`src/rtl/xirq_pkg.sv`:
```
package xirq_pkg;
  localparam int NSRC    = 7;
  localparam int SYNC_N  = 2;
  localparam int DW      = 8;
  localparam int AW      = 2;
  localparam int IDXW    = $clog2(NSRC);
  localparam int NTYPE   = 4;

  typedef enum logic [AW-1:0] {
    LOC_HI_FLAGS = 2'd0,
    LOC_LO_CTRL  = 2'd1,
    LOC_EN_LO    = 2'd2,
    LOC_EN_HI    = 2'd3
  } loc_e;
endpackage

```
`src/rtl/xirq_sampler.sv`:
```
module xirq_sampler #(
  parameter int N      = 7,
  parameter int STAGES = 2
) (
  input  logic         clk,
  input  logic         rst_n,
  input  logic         mc_stb,
  input  logic [N-1:0] pin_i,
  output logic [N-1:0] smp_o,
  output logic [N-1:0] rise_o,
  output logic [N-1:0] fall_o
);
  logic [N-1:0] sync_q [STAGES];
  logic [N-1:0] sync_d [STAGES];

  for (genvar s = 0; s < STAGES; s++) begin : g_stage
    if (s == 0) begin : g_first
      assign sync_d[s] = pin_i;
    end else begin : g_next
      assign sync_d[s] = sync_q[s-1];
    end
    always_ff @(posedge clk or negedge rst_n) begin
      if (!rst_n) sync_q[s] <= '1;
      else        sync_q[s] <= sync_d[s];
    end
  end

  logic [N-1:0] cur;
  logic [N-1:0] smp_q, smp_d;
  logic         vld_q, vld_d;
  logic         qual;

  assign cur = sync_q[STAGES-1];

  always_comb begin
    smp_d = smp_q;
    vld_d = vld_q;
    if (mc_stb) begin
      smp_d = cur;
      vld_d = 1'b1;
    end
  end

  always_ff @(posedge clk or negedge rst_n) begin
    if (!rst_n) begin
      smp_q <= '1;
      vld_q <= 1'b0;
    end else begin
      smp_q <= smp_d;
      vld_q <= vld_d;
    end
  end

  assign qual   = mc_stb & vld_q;
  assign smp_o  = smp_q;
  assign rise_o = {N{qual}} & ~smp_q & cur;
  assign fall_o = {N{qual}} & smp_q & ~cur;
endmodule

```
`src/rtl/xirq_cfg.sv`:
```
module xirq_cfg
  import xirq_pkg::*;
(
  input  logic            clk,
  input  logic            rst_n,
  input  logic            wr_en,
  input  logic [AW-1:0]   addr,
  input  logic [DW-1:0]   wdata,
  output logic [NTYPE-1:0] type_o,
  output logic [NSRC-1:0] en_o,
  output logic [NSRC-1:0] edge_mode_o,
  output logic [NSRC-1:0] rise_sel_o
);
  logic [NTYPE-1:0] type_q, type_d;
  logic [NSRC-1:0]  en_q, en_d;

  always_comb begin
    type_d = type_q;
    en_d   = en_q;
    if (wr_en) begin
      unique case (loc_e'(addr))
        LOC_HI_FLAGS: type_d[3:2] = wdata[1:0];
        LOC_LO_CTRL:  begin
          type_d[0] = wdata[0];
          type_d[1] = wdata[2];
        end
        LOC_EN_LO:    en_d[1:0] = wdata[1:0];
        LOC_EN_HI:    en_d[NSRC-1:2] = wdata[NSRC-3:0];
        default:      ;
      endcase
    end
  end

  always_ff @(posedge clk or negedge rst_n) begin
    if (!rst_n) begin
      type_q <= '0;
      en_q   <= '0;
    end else begin
      type_q <= type_d;
      en_q   <= en_d;
    end
  end

  always_comb begin
    edge_mode_o    = '1;
    rise_sel_o     = '0;
    edge_mode_o[0] = type_q[0];
    edge_mode_o[1] = type_q[1];
    rise_sel_o[2]  = type_q[2];
    rise_sel_o[3]  = type_q[3];
  end

  assign type_o = type_q;
  assign en_o   = en_q;
endmodule

```
`src/rtl/xirq_flag_bank.sv`:
```
module xirq_flag_bank
  import xirq_pkg::*;
(
  input  logic            clk,
  input  logic            rst_n,
  input  logic [NSRC-1:0] smp,
  input  logic [NSRC-1:0] rise,
  input  logic [NSRC-1:0] fall,
  input  logic [NSRC-1:0] edge_mode,
  input  logic [NSRC-1:0] rise_sel,
  input  logic [NSRC-1:0] sw_wr,
  input  logic [NSRC-1:0] sw_val,
  input  logic            ack_vld,
  input  logic [IDXW-1:0] ack_idx,
  output logic [NSRC-1:0] eflag_o,
  output logic [NSRC-1:0] flag_o
);
  for (genvar i = 0; i < NSRC; i++) begin : g_src
    localparam logic [IDXW-1:0] MY_IDX = IDXW'(i);
    logic hw_set, ack_hit, ef_q, ef_d;

    assign hw_set  = rise_sel[i] ? rise[i] : fall[i];
    assign ack_hit = ack_vld && (ack_idx == MY_IDX);

    always_comb begin
      ef_d = ef_q;
      if (sw_wr[i])      ef_d = sw_val[i];
      if (ack_hit)       ef_d = 1'b0;
      if (hw_set)        ef_d = 1'b1;
      if (!edge_mode[i]) ef_d = 1'b0;
    end

    always_ff @(posedge clk or negedge rst_n) begin
      if (!rst_n) ef_q <= 1'b0;
      else        ef_q <= ef_d;
    end

    assign eflag_o[i] = ef_q;
    assign flag_o[i]  = edge_mode[i] ? ef_q : ~smp[i];
  end
endmodule

```
`src/rtl/xirq_ctrl.sv`:
```
module xirq_ctrl
  import xirq_pkg::*;
(
  input  logic            clk,
  input  logic            rst_n,
  input  logic            mc_stb,
  input  logic [NSRC-1:0] pin_i,
  input  logic            wr_en,
  input  logic [AW-1:0]   addr,
  input  logic [DW-1:0]   wdata,
  output logic [DW-1:0]   rdata,
  input  logic            ack_vld,
  input  logic [IDXW-1:0] ack_idx,
  output logic [NSRC-1:0] irq_req
);
  logic [1:0] rst_sync_q;
  logic       rst_n_i;

  always_ff @(posedge clk or negedge rst_n) begin
    if (!rst_n) rst_sync_q <= '0;
    else        rst_sync_q <= {rst_sync_q[0], 1'b1};
  end
  assign rst_n_i = rst_sync_q[1];

  logic [NSRC-1:0]  smp, rise, fall;
  logic [NSRC-1:0]  en, edge_mode, rise_sel, eflag, flag;
  logic [NTYPE-1:0] typ;
  logic [NSRC-1:0]  sw_wr, sw_val;
  logic             unused_rsvd;

  assign unused_rsvd = wdata[7];

  xirq_sampler #(.N(NSRC), .STAGES(SYNC_N)) u_smp (
    .clk(clk), .rst_n(rst_n_i), .mc_stb(mc_stb), .pin_i(pin_i),
    .smp_o(smp), .rise_o(rise), .fall_o(fall)
  );

  xirq_cfg u_cfg (
    .clk(clk), .rst_n(rst_n_i), .wr_en(wr_en), .addr(addr), .wdata(wdata),
    .type_o(typ), .en_o(en), .edge_mode_o(edge_mode), .rise_sel_o(rise_sel)
  );

  always_comb begin
    sw_wr  = '0;
    sw_val = '0;
    if (wr_en) begin
      unique case (loc_e'(addr))
        LOC_HI_FLAGS: begin
          sw_wr[NSRC-1:2]  = '1;
          sw_val[NSRC-1:2] = wdata[6:2];
        end
        LOC_LO_CTRL: begin
          sw_wr[1:0] = 2'b11;
          sw_val[0]  = wdata[1];
          sw_val[1]  = wdata[3];
        end
        default: ;
      endcase
    end
  end

  xirq_flag_bank u_flags (
    .clk(clk), .rst_n(rst_n_i), .smp(smp), .rise(rise), .fall(fall),
    .edge_mode(edge_mode), .rise_sel(rise_sel), .sw_wr(sw_wr), .sw_val(sw_val),
    .ack_vld(ack_vld), .ack_idx(ack_idx), .eflag_o(eflag), .flag_o(flag)
  );

  always_comb begin
    rdata = '0;
    unique case (loc_e'(addr))
      LOC_HI_FLAGS: rdata = {1'b0, flag[6:2], typ[3], typ[2]};
      LOC_LO_CTRL:  rdata = {4'b0, flag[1], typ[1], flag[0], typ[0]};
      LOC_EN_LO:    rdata = {6'b0, en[1:0]};
      LOC_EN_HI:    rdata = {3'b0, en[6:2]};
      default:      rdata = '0;
    endcase
  end

  assign irq_req = flag & en;
endmodule

```
`config.mk`:
```
export PLATFORM = sky130hd
export DESIGN_NAME = xirq_ctrl
export DESIGN_NICKNAME = d
export VERILOG_FILES = /design/src/rtl/xirq_pkg.sv /design/src/rtl/xirq_sampler.sv /design/src/rtl/xirq_cfg.sv /design/src/rtl/xirq_flag_bank.sv /design/src/rtl/xirq_ctrl.sv
export SDC_FILE = /design/constraint.sdc
export NUM_CORES = 1
export LEC_CHECK = 0
export ABC_AREA = 1
export BUFFER_PORTS_ARGS = -buffer_cell sky130_fd_sc_hd__buf_2
export CAP_MARGIN = 40
export CORE_MARGIN = 2
export CORE_UTILIZATION = 39
export DETAILED_ROUTE_END_ITERATION = 6
export REMOVE_ABC_BUFFERS = 1
export SLEW_MARGIN = 10
export SYNTH_ARGS = -nofsm -noshare
export SYNTH_HDL_FRONTEND = slang
export SYNTH_SLANG_ARGS = --single-unit
```
`constraint.sdc`:
```
create_clock -name clk -period 2.94 [get_ports clk]
set_input_delay 0.147 -clock clk [delete_from_list [all_inputs] [get_ports clk]]
set_output_delay 0.147 -clock clk [all_outputs]
set_load 0.02 [all_outputs]
```
==> PnR_summary.wiki <==
{| class="wikitable"
! Metric !! Value
|-
| Number of global-route vias before repair || 1314
|-
| Final number of hold-violating endpoints || 0
|-
| Total wire length after detailed routing || 3520 um
|-
| Core utilization of the finished layout || 49.6%
|-
| Hold path endpoint || u_smp.smp_o[2]$_DFFE_PN1P_
|-
| Unrepaired setup endpoints after global routing || false
|-
| Footprint of the multi-input gates || 633 um2
|-
| Cells on worst reg2reg path || 5
|-
| Area of the die || 0.00531 mm2
|-
| Sinks on Clock Net || 42
|-
| Height of the die || 72.9 um
|-
| CTS clk-pin slew, worst paths || 0.08 ns
|-
| R2R Setup Slk || 1.72 ns
|-
| Largest net degree at the start of global routing || 20
|-
| Count of filler cells inserted in the layout || 462
|-
| Iteration-0 DRC Markers || 53
|-
| Mean routed wirelength per cell || 11.2 um
|-
| Post-route DRC violation count || 0
|-
| Area of the mapped netlist || 0.00185 mm2
|-
| ANT nets after route || 0
|-
| Worst-skew pair later-pin latency || 0.29 ns
|-
| Post-CTS setup buffer count || 0
|-
| Hold WC Path Type || input pin to flip-flop
|-
| Mean post-synth cell area || 8.94 um2
|-
| Worst endpoint required time || 2.79 ns
|-
| Total global routing overflow || 0
|-
| CTS resizes || 0
|-
| Capturing element type of the critical path || output port
|-
| End of the worst register-to-register path || u_flags.g_src[2].ef_q$_DFFE_PN0P_
|-
| Number of enable flip-flop cells after synthesis || 0
|-
| Final Net Count || 285
|-
| Total via count in the routed design || 1444
|-
| Yosys warning total || 0
|-
| Initial standard-cell utilization of the core || 39.7%
|-
| Worst supply voltage drop on vdd || 0.408 mV
|-
| Total power after layout || 1340 uW
|-
| Gr usage total || 14.9%
|-
| Post-CTS Hold Fix Bufs || 8
|-
| Max Slew Vio Count || 0
|-
| Critical path class || flip-flop to output port
|-
| Power density normalized to cell area || 581 mW/mm2
|-
| TritonCTS Buffers || 5
|-
| Site Rows || 25
|-
| Total negative setup slack || 0 ns
|-
| CTS tree || done
|-
| Most used flip-flop cell after synthesis || dfstp_2
|-
| Maximum clock rate || 624 MHz
|-
| Startpoint of the most critical register-to-register path || u_smp.smp_o[2]$_DFFE_PN1P_
|-
| Reg area || 0.00108 mm2
|-
| Cell taking the most area after synthesis || dfstp_2
|-
| Global-route wire length before repair || 5910 um
|-
| MaxCap Viol Count || 0
|-
| Outcome || completed
|-
| Synthesized instance count || 207
|-
| Post-route clock period utilization || 54.5%
|-
| Post-DR vias/cell || 4.58
|-
| Synthesis-to-layout area growth || 24.9%
|-
| Seq cells post-synth || 42
|-
| Top-area cell type share of the netlist area || 29.8%
|-
| Unique cell type count in the Yosys netlist || 26
|-
| Port Buffers || 37
|-
| Final weighted congestion in routability-driven placement || 0.787
|-
| Max Root-Sink Buffers || 2
|-
| Count of cells along the worst hold path || 2
|-
| Floorplan Core Area || 0.00466 mm2
|-
| Sequential element share of the synthesized area || 58.2%
|-
| Top post-synthesis cells by area || dfstp_2 30%, dfrtp_1 28%, nand2_1 12%
|-
| List of most frequent post-synthesis cells || 58 x nand2_1, 30 x inv_1, 24 x o21ai_0
|-
| Maximum fanout count along the critical path || 5
|-
| Data arrival, critical path || 1.45 ns
|-
| Fin Clk Skew || 0.00615 ns
|-
| Most repeated cell in the gate-level netlist after synthesis || nand2_1
|-
| Layout cells sized above 1 || 31.8%
|-
| Die W || 72.9 um
|-
| HPWL after detailed placement || 2710 um
|-
| Total inserted antenna cells || 0
|-
| Root buffer selected by CTS || clkbuf_8
|-
| Critical path startpoint category || flip-flop
|-
| Final count of negative-setup-slack endpoints || 0
|-
| Share of flip-flops with an asynchronous set or reset after synthesis || 100%
|-
| Crit path time final || 1.60 ns
|-
| Source of the worst hold timing path || mc_stb
|-
| Number of iterations in the first detailed-routing pass || 4
|-
| Leakage Power || 0.00120 uW
|-
| Initial antenna violation count || 0
|-
| IO Count || 40
|-
| H-tree Lvls || 2
|}
==> flip-flops by register name, summed over array words and instances (netlist names) <==
register,flops
u_smp.cur,7
u_flags.g_src.ef_q,7
rst_sync_q,2
u_smp.sync_d,7
u_cfg.en_o,7
u_smp.vld_q,1
u_cfg.type_o,4
u_smp.smp_o,7
==> routing by layer <==
| layer | track usage [%] | wire length, um | up-vias |
|---|---|---|---|
| met4 | 6.79 | 51 | 0 |
| met5 | 0 | 0 | - |
| met3 | 4.97 | 214 | 7 |
| met1 | 18.3 | 1660 | 643 |
| li1 | - | - | 752 |
| met2 | 23.6 | 1600 | 42 |
==> final cells by class <==
class	count	share of cell area, %
clock buffers	7	4.22
multi-input cells	131	27.4
clock inverters	1	0.271
inverters	32	5.25
well taps	54	2.92
repair buffers	48	13.3
flip-flops and latches	42	46.6
==> power by group <==
part           switching, uW  internal [uW]
sequential              42.1            651
clock                    192            220
combinational            144           94.7
==> metrics by stage <==
stage	hold WS [ns]	cell area, um2	cells	setup WS (ns)
finish	0.0889	2310	315	1.34
global route	0.0951	2310	315	1.26
CTS	0.0819	2310	315	1.33
detailed placement	-0.0668	2130	299	1.66
global placement	-0.0666	2100	298	1.62
floorplan	-0.149	1830	205	1.72
==> worst max-delay path by stage <==
stage,startpoint,end,slack [ns],cells after the start
global placement,rst_sync_q[1]$_DFF_PN0_,u_smp.smp_o[5]$_DFFE_PN1P_,1.62,1
floorplan,rst_sync_q[1]$_DFF_PN0_,u_cfg.en_o[0]$_DFFE_PN0P_,1.72,0
CTS,u_smp.smp_o[1]$_DFFE_PN1P_,rdata[3],1.33,4
global route,u_smp.smp_o[1]$_DFFE_PN1P_,rdata[3],1.26,4
finish,u_cfg.type_o[1]$_DFFE_PN0P_,rdata[3],1.34,4
detailed placement,u_smp.smp_o[1]$_DFFE_PN1P_,rdata[3],1.66,4
==> cell usage in the layout, fill, tap and decap left out, drive strengths merged <==
cell type / count
clkbuf: 7
dfstp: 21
and2: 2
o211ai: 3
nand3: 13
o21ai: 28
a22oi: 1
dlygate4sd3: 8
dfrtp: 21
nand4: 4
conb: 2
a21oi: 2
nand2: 62
or2: 3
clkinv: 2
inv: 31
buf: 40
nor3: 1
nor2: 10
==> kinds of logic (layout without fill, tap and decap cells) <==
group | count (synthesis) | after routing | share of synthesized area [%]
AND/OR/NAND/NOR | 95 | 95 | 22.9
flip-flops | 42 | 42 | 58.2
buffers and inverters | 34 | 88 | 7.57
other | 2 | 2 | 0.406
AO/OA/AOI/OAI | 34 | 34 | 10.9
==> critical path, stage by stage, from the launching register on <==
cell	delay (ns)
dfrtp_1	0.42
o21ai_0	0.33
a22oi_1	0.10
o21ai_0	0.11
buf_2	0.20
(Power assumes the default switching activity.)
